[src/rtl/tgt_retry_pkg.sv]
package tgt_retry_pkg;

  typedef enum logic [2:0] {
    ST_IDLE   = 3'd0,
    ST_IGNORE = 3'd1,
    ST_WAIT   = 3'd2,
    ST_ACCESS = 3'd3,
    ST_TERM   = 3'd4,
    ST_DRAIN  = 3'd5
  } tgt_state_e;

  // Predicted clock number (address phase = 1) at which the local cycle ends.
  function automatic logic [31:0] finish_cycle(input logic [31:0] now,
                                               input logic [31:0] ref_off,
                                               input logic [31:0] setup,
                                               input logic [31:0] strobe,
                                               input logic [31:0] hold);
    return now + ref_off + setup + strobe + hold;
  endfunction

endpackage

[src/rtl/tgt_elapsed_cnt.sv]
module tgt_elapsed_cnt #(
  parameter int CNT_W = 6,
  parameter int FIRST = 2
) (
  input  logic             clk,
  input  logic             rst_n,
  input  logic             load_i,
  input  logic             run_i,
  output logic [CNT_W-1:0] cnt_o
);
  localparam logic [CNT_W-1:0] CNT_MAX   = {CNT_W{1'b1}};
  localparam logic [CNT_W-1:0] CNT_FIRST = CNT_W'(FIRST);

  always_ff @(posedge clk) begin
    if (!rst_n) begin
      cnt_o <= '0;
    end else if (load_i) begin
      cnt_o <= CNT_FIRST;
    end else if (run_i && (cnt_o != CNT_MAX)) begin
      cnt_o <= cnt_o + 1'b1;
    end
  end
endmodule

[src/rtl/tgt_retry_judge.sv]
module tgt_retry_judge #(
  parameter int CNT_W   = 6,
  parameter int TW      = 4,
  parameter int LIMIT   = 16,
  parameter int REF_OFF = 2
) (
  input  logic [CNT_W-1:0] now_i,
  input  logic [TW-1:0]    setup_i,
  input  logic [TW-1:0]    strobe_i,
  input  logic [TW-1:0]    hold_i,
  output logic             over_o
);
  logic [31:0] finish;

  always_comb begin
    finish = tgt_retry_pkg::finish_cycle(32'(now_i), 32'(REF_OFF),
                                         32'(setup_i), 32'(strobe_i),
                                         32'(hold_i));
    over_o = finish > 32'(LIMIT);
  end
endmodule

[src/rtl/tgt_hshake_out.sv]
module tgt_hshake_out
  import tgt_retry_pkg::*;
(
  input  tgt_state_e st_i,
  input  logic       ok_i,
  input  logic       burst_i,
  output logic       devsel_o,
  output logic       trdy_o,
  output logic       stop_o
);
  always_comb begin
    devsel_o = (st_i == ST_WAIT) || (st_i == ST_ACCESS) ||
               (st_i == ST_TERM) || (st_i == ST_DRAIN);
    trdy_o   = (st_i == ST_TERM) && ok_i;
    stop_o   = ((st_i == ST_TERM) && (!ok_i || burst_i)) || (st_i == ST_DRAIN);
  end
endmodule

[src/rtl/tgt_retry_ctrl.sv]
module tgt_retry_ctrl
  import tgt_retry_pkg::*;
#(
  parameter int DW      = 8,
  parameter int TW      = 4,
  parameter int LIMIT   = 16,
  parameter int REF_OFF = 2
) (
  input  logic          clk,
  input  logic          rst_n,
  input  logic          frame_i,
  input  logic          irdy_i,
  input  logic          hit_i,
  input  logic          cmd_wr_i,
  input  logic [DW-1:0] wdata_i,
  input  logic [TW-1:0] setup_i,
  input  logic [TW-1:0] strobe_i,
  input  logic [TW-1:0] hold_i,
  output logic          lreq_o,
  output logic          lwrite_o,
  output logic [DW-1:0] lwdata_o,
  input  logic          ldone_i,
  input  logic [DW-1:0] lrdata_i,
  output logic          devsel_o,
  output logic          trdy_o,
  output logic          stop_o,
  output logic [DW-1:0] rdata_o
);
  // Counter wide enough to hold the limit plus the largest timing sum.
  localparam int SUM_MAX = LIMIT + REF_OFF + 3 * ((1 << TW) - 1);
  localparam int CNT_W   = $clog2(SUM_MAX + 2);

  tgt_state_e st_q, st_d;
  logic [CNT_W-1:0] now;
  logic over_limit;
  logic wr_q, burst_q, ok_q, lreq_q;
  logic [DW-1:0] lwdata_q, rdata_q;

  // Named events for the checker.
  logic addr_ev, claim_ev, dec_ev, retry_ev, accept_ev, done_ev;

  assign addr_ev   = (st_q == ST_IDLE) && frame_i;
  assign claim_ev  = addr_ev && hit_i;
  assign dec_ev    = (st_q == ST_WAIT) && irdy_i;
  assign retry_ev  = dec_ev && !wr_q && over_limit;
  assign accept_ev = dec_ev && !retry_ev;
  assign done_ev   = (st_q == ST_ACCESS) && ldone_i;

  tgt_elapsed_cnt #(.CNT_W(CNT_W), .FIRST(2)) u_cnt (
    .clk    (clk),
    .rst_n  (rst_n),
    .load_i (claim_ev),
    .run_i  (st_q == ST_WAIT),
    .cnt_o  (now)
  );

  tgt_retry_judge #(.CNT_W(CNT_W), .TW(TW), .LIMIT(LIMIT), .REF_OFF(REF_OFF)) u_judge (
    .now_i    (now),
    .setup_i  (setup_i),
    .strobe_i (strobe_i),
    .hold_i   (hold_i),
    .over_o   (over_limit)
  );

  always_comb begin
    st_d = st_q;
    case (st_q)
      ST_IDLE:   if (frame_i) st_d = hit_i ? ST_WAIT : ST_IGNORE;
      ST_IGNORE: if (!frame_i && !irdy_i) st_d = ST_IDLE;
      ST_WAIT:   if (dec_ev) st_d = retry_ev ? ST_TERM : ST_ACCESS;
      ST_ACCESS: if (ldone_i) st_d = ST_TERM;
      ST_TERM:   st_d = frame_i ? ST_DRAIN : ST_IDLE;
      ST_DRAIN:  if (!frame_i) st_d = ST_IDLE;
      default:   st_d = ST_IDLE;
    endcase
  end

  always_ff @(posedge clk) begin
    if (!rst_n) begin
      st_q     <= ST_IDLE;
      wr_q     <= 1'b0;
      burst_q  <= 1'b0;
      ok_q     <= 1'b0;
      lreq_q   <= 1'b0;
      lwdata_q <= '0;
      rdata_q  <= '0;
    end else begin
      st_q   <= st_d;
      lreq_q <= accept_ev;
      if (claim_ev) wr_q <= cmd_wr_i;
      if (dec_ev) begin
        burst_q <= frame_i;
        ok_q    <= !retry_ev;
        if (wr_q) lwdata_q <= wdata_i;
      end
      if (done_ev && !wr_q) rdata_q <= lrdata_i;
    end
  end

  tgt_hshake_out u_out (
    .st_i     (st_q),
    .ok_i     (ok_q),
    .burst_i  (burst_q),
    .devsel_o (devsel_o),
    .trdy_o   (trdy_o),
    .stop_o   (stop_o)
  );

  assign lreq_o   = lreq_q;
  assign lwrite_o = wr_q;
  assign lwdata_o = lwdata_q;
  assign rdata_o  = rdata_q;

endmodule

[config.mk]
export PLATFORM = sky130hd
export DESIGN_NAME = tgt_retry_ctrl
export DESIGN_NICKNAME = d
export VERILOG_FILES = /design/src/rtl/tgt_retry_pkg.sv /design/src/rtl/tgt_elapsed_cnt.sv /design/src/rtl/tgt_retry_judge.sv /design/src/rtl/tgt_hshake_out.sv /design/src/rtl/tgt_retry_ctrl.sv
export SDC_FILE = /design/constraint.sdc
export NUM_CORES = 1
export LEC_CHECK = 0
export BUFFER_PORTS_ARGS = -buffer_cell sky130_fd_sc_hd__buf_2
export CAP_MARGIN = 20
export CORE_ASPECT_RATIO = 1.5
export CORE_MARGIN = 1
export CORE_UTILIZATION = 45
export CTS_CLUSTER_DIAMETER = 200
export DETAILED_ROUTE_END_ITERATION = 8
export PLACE_DENSITY = 0.79
export SETUP_SLACK_MARGIN = 0.05
export SLEW_MARGIN = 20
export SYNTH_ARGS = -nofsm -noshare
export SYNTH_HDL_FRONTEND = slang
export SYNTH_HIERARCHICAL = 1
export SYNTH_SLANG_ARGS = --single-unit
[constraint.sdc]
create_clock -name clk -period 6.32 [get_ports clk]
set_clock_uncertainty 0.15 [all_clocks]
set_input_delay 0.316 -clock clk [delete_from_list [all_inputs] [get_ports clk]]
set_output_delay 0.316 -clock clk [all_outputs]
set_load 0.02 [all_outputs]
==> After elaboration in Yosys (flattened, before gate mapping) <==
Index checks and enable logic that the tools add are counted.
{ "totals": {"output_inout_bits": 21, "input_bits": 35, "register_bits": 30, "elab_cells": 65} }
{ "op_classes": {"n_addsub": 5, "n_lt_le_gt_ge": 1, "bitwise_logic": 1, "mux": 11, "n_eq_ne": 11, "n_reduce_logical": 27} }
{ "op_table": {"columns": ["operator", "count"], "rows": [
  ["adder 32 x 4 -> 32 bit", 3],
  ["greater-than comparator 32 x 5 -> 1 bit (second input constant)", 1],
  ["2-to-1 mux 3 bit", 7],
  ["one-hot mux 3 bit (6 select lines)", 1],
  ["logical AND 1 bit", 12],
  ["!= test 2 bit (second input constant)", 5],
  ["adder 7 x 2 -> 8 bit (second input constant)", 1],
  ["adder 7 x 1 -> 7 bit (second input constant)", 1],
  ["!= test 7 bit (second input constant)", 1],
  ["equality test 3 x 2 -> 1 bit (second input constant)", 2],
  ["equality test 3 bit (second input constant)", 2],
  ["2-to-1 mux 2 bit", 3],
  ["logical NOT 1 bit", 5],
  ["logical OR 1 bit", 5],
  ["AND reduction 5 bit", 1],
  ["equality test 3 x 1 -> 1 bit (second input constant)", 1],
  ["logical NOT 3 bit", 1],
  ["AND reduction 2 bit", 1],
  ["nonzero test 2 bit", 1],
  ["OR reduction 2 bit", 1],
  ["NOT 1 bit", 1]
]} }

==> Longest topological paths before layout <==
Gate-level depths: netlist of run 1.
{ "depth": {"ltp_word": 9, "depth_mapped": 14, "mapped_depth_nobuf": 14} }

==> Modules after synthesis <==
The synthesis of run 1 kept the hierarchy.
{ "by_module_without_submodules": {"columns": ["module", "n_inst", "area_each_um2", "cells_per_inst", "seq_area_each_um2"], "rows": [
  ["tgt_retry_ctrl", 1, 1052.3, 111, 460.4],
  ["tgt_retry_judge", 1, 452.9, 56, 0.0],
  ["tgt_elapsed_cnt", 1, 347.8, 39, 140.1],
  ["tgt_hshake_out", 1, 46.3, 4, 0.0]
]} }

==> Worst setup path after synthesis of run 1 <==
No wires, ideal clock.
{ "synth_path": {"kind": "input to register", "from": "input setup_i[0]", "to": "register st_q[0]", "slack_ps": 2924, "setup_ps": 70, "arrival_time_ps": 3176, "required_time_ps": 6100, "path_stages": 14, "n_path_buf": 0, "path_cell_list": "fa_1 > inv_1 > fa_1 > inv_1 > ha_1 > fa_1 > a21o_1 > a21oi_1 > mux2i_1 > a31oi_1 > nand2_1 > a311oi_1 > o21ai_0 > a21boi_1"} }
{ "synth_between": {"elab_chain_cells": 8} }
{ "synth_rtl": {"columns": ["item", "line", "rtl"], "rows": [
  ["start, declared", "tgt_retry_ctrl.sv:16", "input logic [TW-1:0] setup_i,"],
  ["adder 32 x 4 -> 32 bit (3 in series)", "tgt_retry_pkg.sv:18", "return now + ref_off + setup + strobe + hold;"],
  ["greater-than comparator 32 x 5 -> 1 bit", "tgt_retry_judge.sv:19", "over_o = finish > 32'(LIMIT);"],
  ["net over_limit", "tgt_retry_ctrl.sv:35", "logic over_limit;"],
  ["logical AND 1 bit", "tgt_retry_ctrl.sv:45", "assign retry_ev = dec_ev && !wr_q && over_limit;"],
  ["2-to-1 mux 3 bit (2 in series)", "tgt_retry_ctrl.sv:70", "ST_WAIT: if (dec_ev) st_d = retry_ev ? ST_TERM : ST_ACCESS;"],
  ["one-hot mux 3 bit (6 select lines)", "tgt_retry_ctrl.sv:67", "case (st_q)"],
  ["end signal, assigned", "tgt_retry_ctrl.sv:88", "st_q <= st_d;"],
  ["end, declared", "tgt_retry_ctrl.sv:33", "tgt_state_e st_q, st_d;"]
]} }
The timed path passes the listed nets, and every way through them passes these cells. The select of a mux whose other input is x is not followed.
A chain may end at the register's enable or synchronous reset.

==> Worst setup path after layout of run 1 <==
Ends and elaborated chain as after synthesis.

==> reports/qor.csv, run 1 <==
stage,metric,value,unit
status,status,"complete, no violations",
cells_and_area,Register Area,601,um^2
sta,Tcrit/Tclk final,54.1,%
place,DPL Wire Length,2900,um
cells_and_area,layout cells sized above 1,26.4,%
sta,RSZ-0062 raised after global routing,no,
yosys,post-synth top area cell,dfxtp_1,
clocking,"CTS clk-pin slew, worst paths",0.06,ns
grt,largest net degree at the start of global routing,27,
critical_path,crit path DAT,3.48,ns
clocking,Worst-Skew Late Latency,0.28,ns
yosys,synth unique cells,46,
cells_and_area,Area growth syn-to-layout,18.8,%
yosys,"top cells by count, synth","dfxtp_1, inv_1, nand2_1",
yosys,Post-Syn Area,1900,um^2
yosys,"Top FF cell, synth",dfxtp_1,
critical_path,"Worst Path Class, Setup",primary input to register,
grt,initial antenna violation count,0,
yosys,ys async rst share,0,%
grt,first-pass GRT wire length,6490,um
place,placed cell area,2170,um^2
sta,final setup fails,0,
sta,Slew @ Worst Pin,0.507,ns
sta,Fin. Hold Viols,0,
routing,DR top layer,met4,
yosys,Cells after Synth,210,
cells_and_area,Final Cell Area,2260,um^2
cells_and_area,area occupied by multi-input gates,1130,um^2
routing,Residual DRC,0,
yosys,Yosys warnings,6,
critical_path,worst-path maximum fanout,3,
hold_path,HP Class,primary input to register,
die,Horiz. Die Dim,55.0,um
routing,met3 wire len,293,um
clocking,H-tree levels,2,
yosys,"EDFF count, synth",0,
clocking,Num Clock Sinks,30,
critical_path,Critical Path RT,6.38,ns
clocking,Max clock buf depth,2,
clocking,TritonCTS clock tree,done,
clocking,"Hold-fix buffers, CTS",0,
yosys,syn_area_per_cell,9.04,um^2
die,Initial Util,47.6,%
cells_and_area,fillers,387,
critical_path,worst r2r path cells,13,
critical_path,Worst setup EP type,register,
power_and_ir_drop,worst vdd rail ir drop,0.000166,V
run,max cap viols,0,
sta,relative slew slack,66.2,%
routing,WL met2,1920,um
yosys,register bit total from synthesis,30,
yosys,top-area cell type share of the netlist area,31.6,%
grt,vias in the first global route,1586,
grt,GRT Total Usage,19.7,%
routing,DRT met1 WL,1490,um
routing,DR iter-0 viols,61,
routing,Pre-antenna DRT Iters,4,
place,I/O Buffers,55,
routing,DRT Wirelength,3820,um
yosys,"count leader, synth",dfxtp_1,
yosys,synth top area cells,"dfxtp_1, fa_1, mux2i_1",
power_and_ir_drop,Pwr per Cell Area,221,nW/um^2
routing,vias,1660,
clocking,Post-CTS Setup Bufs,0,
sta,fmax,292,MHz
yosys,syn nets,262,
routing,routed wire length per instance,12.3,um
sta,setup tns final,0,ns
routing,antenna-violating nets left,0,
cells_and_area,nets@finish,316,
power_and_ir_drop,Leakage Power,1.05,nW
yosys,sequential fraction of the synthesis area,31.6,%
clocking,# resized after CTS,0,
sta,Max Slew Vio Count,0,
routing,vias per cell,5.35,
die,chip height,81.6,um
clocking,Num CTS Buffers,5,
die,core area,3990,um^2
cells_and_area,diode count,0,
die,I/O pins,56,
hold_path,Hold Path Cell Cnt,3,
clocking,CTS Root Cell,clkbuf_8,
critical_path,Critical Path Source Type,primary input,
grt,total congestion overflow,0,
place,Placer Congestion,0.879,
sta,Final min period,3.42,ns
die,full die area,4490,um^2
die,# rows,28,
-- worst max-delay path, cell delays in order --
cell	delay [ns]
buf_2	0.11
fa_1	0.52
inv_1	0.05
fa_1	0.47
inv_1	0.04
ha_1	0.19
fa_1	0.41
a21o_1	0.20
a21oi_1	0.18
mux2i_1	0.12
a31oi_1	0.18
nand2_1	0.10
a311oi_1	0.31
o21ai_0	0.13
a21boi_1	0.17
-- layer usage --
layer,vias up,global-route usage (%)
li1,828,-
met1,749,20.5
met2,71,33.7
met3,12,4.63
met4,0,13.0
met5,-,0
-- where the power goes --
group          total [mW]  internal [mW]  switching (mW)  leakage, nW
clock network       0.160         0.0877          0.0725       0.0482
registers           0.209          0.195          0.0134        0.242
logic               0.130         0.0608          0.0695        0.763
-- logic make-up (layout without fill, tap and decap cells) --
kind of cell / Yosys count / after routing / share of synthesized area [%]
multiplexers: 12 / 12 / 6.32
adder cells (fa/ha/maj): 17 / 17 / 14.4
AND/OR/NAND/NOR: 71 / 71 / 22.2
XOR/XNOR: 2 / 2 / 0.922
flip-flops: 30 / 30 / 31.6
buffers and inverters: 36 / 91 / 8.96
AO/OA/AOI/OAI: 42 / 42 / 15.6
-- flip-flops by register name, summed over array words and instances (netlist names) --
name	cells
lreq_o	1
lwdata_o	8
lwrite_o	1
ok_q	1
st_q	3
rdata_o	8
u_cnt/cnt_o	7
burst_q	1
-- path summary, 6_finish.rpt --
| check | start | end | slack, ns |
|---|---|---|---|
| hold reg to reg | lwdata_o[0] | lwdata_o[0] | 0.31 |
| setup reg to reg | u_cnt/cnt_o[0] | st_q[0] | 3.06 |
| setup / recovery | setup_i[0] | st_q[0] | 2.90 |
| hold / removal | lrdata_i[3] | rdata_o[3] | 0.14 |
-- cell type report --
cell class,instances,share of cell area (%)
multi-input cells,144,50.0
flip-flops and latches,30,26.6
repair buffers,55,12.2
inverters,28,4.66
clock buffers,7,3.82
well taps,45,2.49
clock inverters,1,0.222
-- placed cells by master (no fill, tap or decap), drive strengths merged --
master	count
a211oi	3
nand3	12
a32o	1
nand4	2
a311oi	1
and4bb	2
and2	3
clkbuf	7
o32ai	1
o31a	1
xor2	2
a21oi	3
nor4b	1
fa	8
clkinv	1
nand2	17
buf	55
nor2b	13
dfxtp	30
and3	4
nor4	1
nor3b	3
o41ai	1
o21ai	9
nor2	8
ha	9
a21o	2
mux2i	12
a31oi	4
o311ai	1
nand2b	3
a2111oi	2
o22ai	1
and4	2
inv	28
a21boi	12
-- metrics by stage --
stage,hold WS (ns),power [mW],setup WS (ns),instances,utilization [%]
after floorplan,0.294,0.312,2.92,210,-
after global placement,0.298,0.339,2.67,302,54.2
after detailed placement,0.305,0.343,2.58,302,54.2
after CTS,0.140,0.505,2.88,310,56.5
after global routing,0.161,0.534,2.62,310,56.5
final,0.142,0.499,2.90,310,56.5
Power figures use the tool's default switching activity.
==> run 2: changes to the inputs <==
--- a/config.mk
+++ b/config.mk
@@ -5,6 +5,7 @@
 export SDC_FILE = /design/constraint.sdc
 export NUM_CORES = 1
 export LEC_CHECK = 0
+export ABC_AREA = 1
 export BUFFER_PORTS_ARGS = -buffer_cell sky130_fd_sc_hd__buf_2
 export CAP_MARGIN = 20
 export CORE_ASPECT_RATIO = 1.5
@@ -12,7 +13,7 @@
 export CORE_UTILIZATION = 45
 export CTS_CLUSTER_DIAMETER = 200
 export DETAILED_ROUTE_END_ITERATION = 8
-export PLACE_DENSITY = 0.79
+export PLACE_DENSITY = 0.78
 export SETUP_SLACK_MARGIN = 0.05
 export SLEW_MARGIN = 20
 export SYNTH_ARGS = -nofsm -noshare
==> constraint.sdc (replaced) <==
create_clock -name clk -period 3.4 [get_ports clk]
set_clock_uncertainty 0.15 [all_clocks]
set_input_delay 0.17 -clock clk [delete_from_list [all_inputs] [get_ports clk]]
set_output_delay 0.17 -clock clk [all_outputs]
set_load 0.02 [all_outputs]
==> run 2 against run 1 <==
The flow now finishes with violations (DRC). Clock power up 64%. Count of clock-buffer cells in the layout down 2. Core utilization grew 1.3 points. Combinational power grew to 4.2 times the previous value. Hold slack got worse by 0.13 ns. Synthesized cell count grew 44%. Largest power group is now combinational logic.
==> reports/qor.csv, run 2 <==
stage,metric,value,unit,change
critical_path,Worst setup EP type,register,,unchanged
yosys,"EDFF count, synth",0,,unchanged
yosys,post-synth top area cell,dfxtp_1,,unchanged
yosys,Cells after Synth,302,,was 210
routing,antenna-violating nets left,0,,unchanged
cells_and_area,post-route insts no fill,412,,was 310
power_and_ir_drop,switching share of power,42.0,%,was 31.1%
place,DPL Wire Length,3510,um,was 2900 um
die,full die area,4790,um^2,was 4490 um^2
yosys,syn_area_per_cell,6.73,um^2,was 9.04 um^2
sta,relative slew slack,50.9,%,was 66.2%
critical_path,Critical Path RT,3.40,ns,was 6.38 ns
yosys,Yosys warnings,6,,unchanged
status,violated checks,DRC,,
grt,GR Util met2,42.0,%,was 33.7%
yosys,"count leader, synth",nand2_1,,was dfxtp_1
grt,initial antenna violation count,0,,unchanged
yosys,synth unique cells,28,,was 46
clocking,"CTS clk-pin slew, worst paths",0.06,ns,about the same
grt,first-pass GRT wire length,8020,um,was 6490 um
die,chip height,84.3,um,was 81.6 um
yosys,"top cells by count, synth","nand2_1, inv_1, nor2_1, dfxtp_1, nand3_1",,"was dfxtp_1, inv_1, nand2_1"
yosys,Post-Syn Area,2030,um^2,was 1900 um^2
clocking,Num CTS Buffers,5,,unchanged
cells_and_area,Area growth syn-to-layout,21.9,%,was 18.8%
cells_and_area,fillers,427,,was 387
power_and_ir_drop,overall power,1.25,mW,was 0.499 mW
routing,DRT Wirelength,4490,um,was 3820 um
yosys,register bit total from synthesis,30,,unchanged
place,I/O Buffers,55,,unchanged
sta,setup tns final,0,ns,unchanged
clocking,Max clock buf depth,2,,unchanged
run,max cap viols,0,,unchanged
power_and_ir_drop,clock share of power,21.0,%,was 32.1%
sta,Tcrit/Tclk final,89.7,%,
die,# rows,29,,was 28
power_and_ir_drop,Pwr per Cell Area,506,nW/um^2,was 221 nW/um^2
sta,Fin. Hold Viols,0,,unchanged
clocking,Worst-Skew Late Latency,0.28,ns,about the same
place,Placer Congestion,0.844,,was 0.879
critical_path,"Worst Path Class, Setup",primary input to register,,unchanged
routing,Pre-antenna DRT Iters,7,,was 4
cells_and_area,nets@finish,418,,was 316
place,cell total after placement,398,,was 302
power_and_ir_drop,Leakage Power,1.30,nW,was 1.05 nW
clocking,Num Clock Sinks,30,,unchanged
routing,vias per cell,4.83,,was 5.35
yosys,sequential fraction of the synthesis area,29.6,%,was 31.6%
grt,vias in the first global route,2036,,was 1586
yosys,ys async rst share,0,%,unchanged
sta,RSZ-0062 raised after global routing,no,,unchanged
clocking,TritonCTS clock tree,done,,unchanged
clocking,H-tree levels,2,,unchanged
yosys,synth top area cells,"dfxtp_1, nand2_1, inv_1",,"was dfxtp_1, fa_1, mux2i_1"
hold_path,HP Class,primary input to register,,unchanged
power_and_ir_drop,sequential share of power,35.6,%,was 41.8%
routing,routed wire length per instance,10.9,um,was 12.3 um
critical_path,Critical Path Source Type,primary input,,unchanged
sta,Slew @ Worst Pin,0.734,ns,was 0.507 ns
cells_and_area,diode count,0,,unchanged
grt,total congestion overflow,0,,unchanged
sta,Final min period,3.05,ns,
power_and_ir_drop,Psw,0.526,mW,was 0.155 mW
die,core area,4280,um^2,was 3990 um^2
clocking,# resized after CTS,0,,unchanged
cells_and_area,Final Cell Area,2480,um^2,was 2260 um^2
grt,global-route layer with the greatest usage,met2,,unchanged
critical_path,worst-path maximum fanout,3,,unchanged
grt,GR Layer Usage met1,20.2,%,was 20.5%
grt,largest net degree at the start of global routing,16,,was 27
routing,DR iter-0 viols,44,,was 61
yosys,syn nets,354,,was 262
cells_and_area,most frequent cells in the layout,"nand2_1, inv_1, buf_2, nor2_1, dfxtp_1",,"was buf_2, dfxtp_1, inv_1, nand2_1"
power_and_ir_drop,Logic pwr share,43.4,%,was 26.1%
routing,Residual DRC,1,,was 0
sta,final setup fails,0,,unchanged
sta,fmax,328,MHz,
yosys,"Top FF cell, synth",dfxtp_1,,unchanged
power_and_ir_drop,worst vdd rail ir drop,0.000278,V,was 0.000166 V
die,Initial Util,47.5,%,was 47.6%
critical_path,crit path DAT,3.05,ns,was 3.48 ns
grt,met3 usage,3.54,%,was 4.63%
yosys,top-area cell type share of the netlist area,29.6,%,was 31.6%
die,I/O pins,56,,unchanged
place,placed cell area,2330,um^2,was 2170 um^2
grt,GRT Total Usage,20.6,%,was 19.7%
sta,Max Slew Vio Count,0,,unchanged
cells_and_area,layout cells sized above 1,23.2,%,was 26.4%
status,status,finished with violations,,"was complete, no violations"
die,Horiz. Die Dim,56.9,um,was 55.0 um
routing,vias,1990,,was 1660
cells_and_area,"commonest non-fill, non-tap cell in the layout",nand2_1,,was buf_2
power_and_ir_drop,P_int,0.727,mW,was 0.344 mW
clocking,CTS Root Cell,clkbuf_8,,unchanged
run 2: layout make-up:
type / count / area, um^2 / share of cell area [%]
clock buffer: 5 / 68.8 / 2.78
clock inverter: 2 / 10.0 / 0.404
inverter: 64 / 241 / 9.75
multi-input combinational: 203 / 1150 / 46.5
sequential: 30 / 601 / 24.3
tap: 46 / 57.6 / 2.32
timing repair buffer: 62 / 345 / 13.9
run 2: what timing repair did:
item | 4_1_cts | 5_1_grt
setup buffers | 0 | 0
endpoints found under the hold margin | 7 | 0
hold buffers | 7 | 0
run 2: worst paths after layout:
path | startpoint | end | slack, ns | cells past startpoint
hold / removal | wdata_i[3] | lwdata_o[3] | 0.009 | 3
setup reg to reg | u_cnt/cnt_o[0] | st_q[0] | 0.41 | 17
hold reg to reg | lwdata_o[3] | lwdata_o[3] | 0.31 | 2
setup / recovery | setup_i[0] | st_q[0] | 0.35 | 19
run 2: critical path, cell delays in order:
cell	delay, ns
buf_2	0.11
fa_1	0.52
inv_1	0.05
fa_1	0.47
inv_1	0.04
ha_1	0.22
fa_1	0.41
nand2_2	0.11
nand2_2	0.07
nand3_1	0.09
nand2_1	0.05
nand3_1	0.06
nand2_1	0.07
nand3_2	0.06
nand2_1	0.07
o21ai_0	0.24
nand2_1	0.09
nand2_1	0.08
a21oi_1	0.06
run 2: stage by stage:
stage	hold slack (ns)	util, %	worst slack (ns)
floorplan	0.155	-	0.429
global placement	0.267	54.4	0.174
detailed placement	0.279	54.4	0.0825
CTS	0.00342	57.8	0.375
global route	0.0150	57.8	0.126
finish	0.00900	57.8	0.350
run 2: cells by family after synthesis:
| kind of cell | share of synthesized area [%] |
|---|---|
| AO/OA/AOI/OAI | 9.05 |
| XOR/XNOR | 0.431 |
| adder cells (fa/ha/maj) | 13.4 |
| buffers and inverters | 13.7 |
| flip-flops | 29.6 |
| AND/OR/NAND/NOR | 33.8 |
run 2: routing by layer:
metal | wire (um) | vias up
met5 | 0 | -
met4 | 63 | 0
met3 | 170 | 7
met2 | 2480 | 49
met1 | 1770 | 886
li1 | - | 1048
run 2: power groups by stage:
stage	Combinational (mW)	Sequential (mW)	Clock (mW)
final	0.544	0.446	0.263
after CTS	0.545	0.446	0.270
after floorplan	0.426	0.449	0
after detailed placement	0.535	0.454	0
after global routing	0.635	0.454	0.287
after global placement	0.520	0.453	0
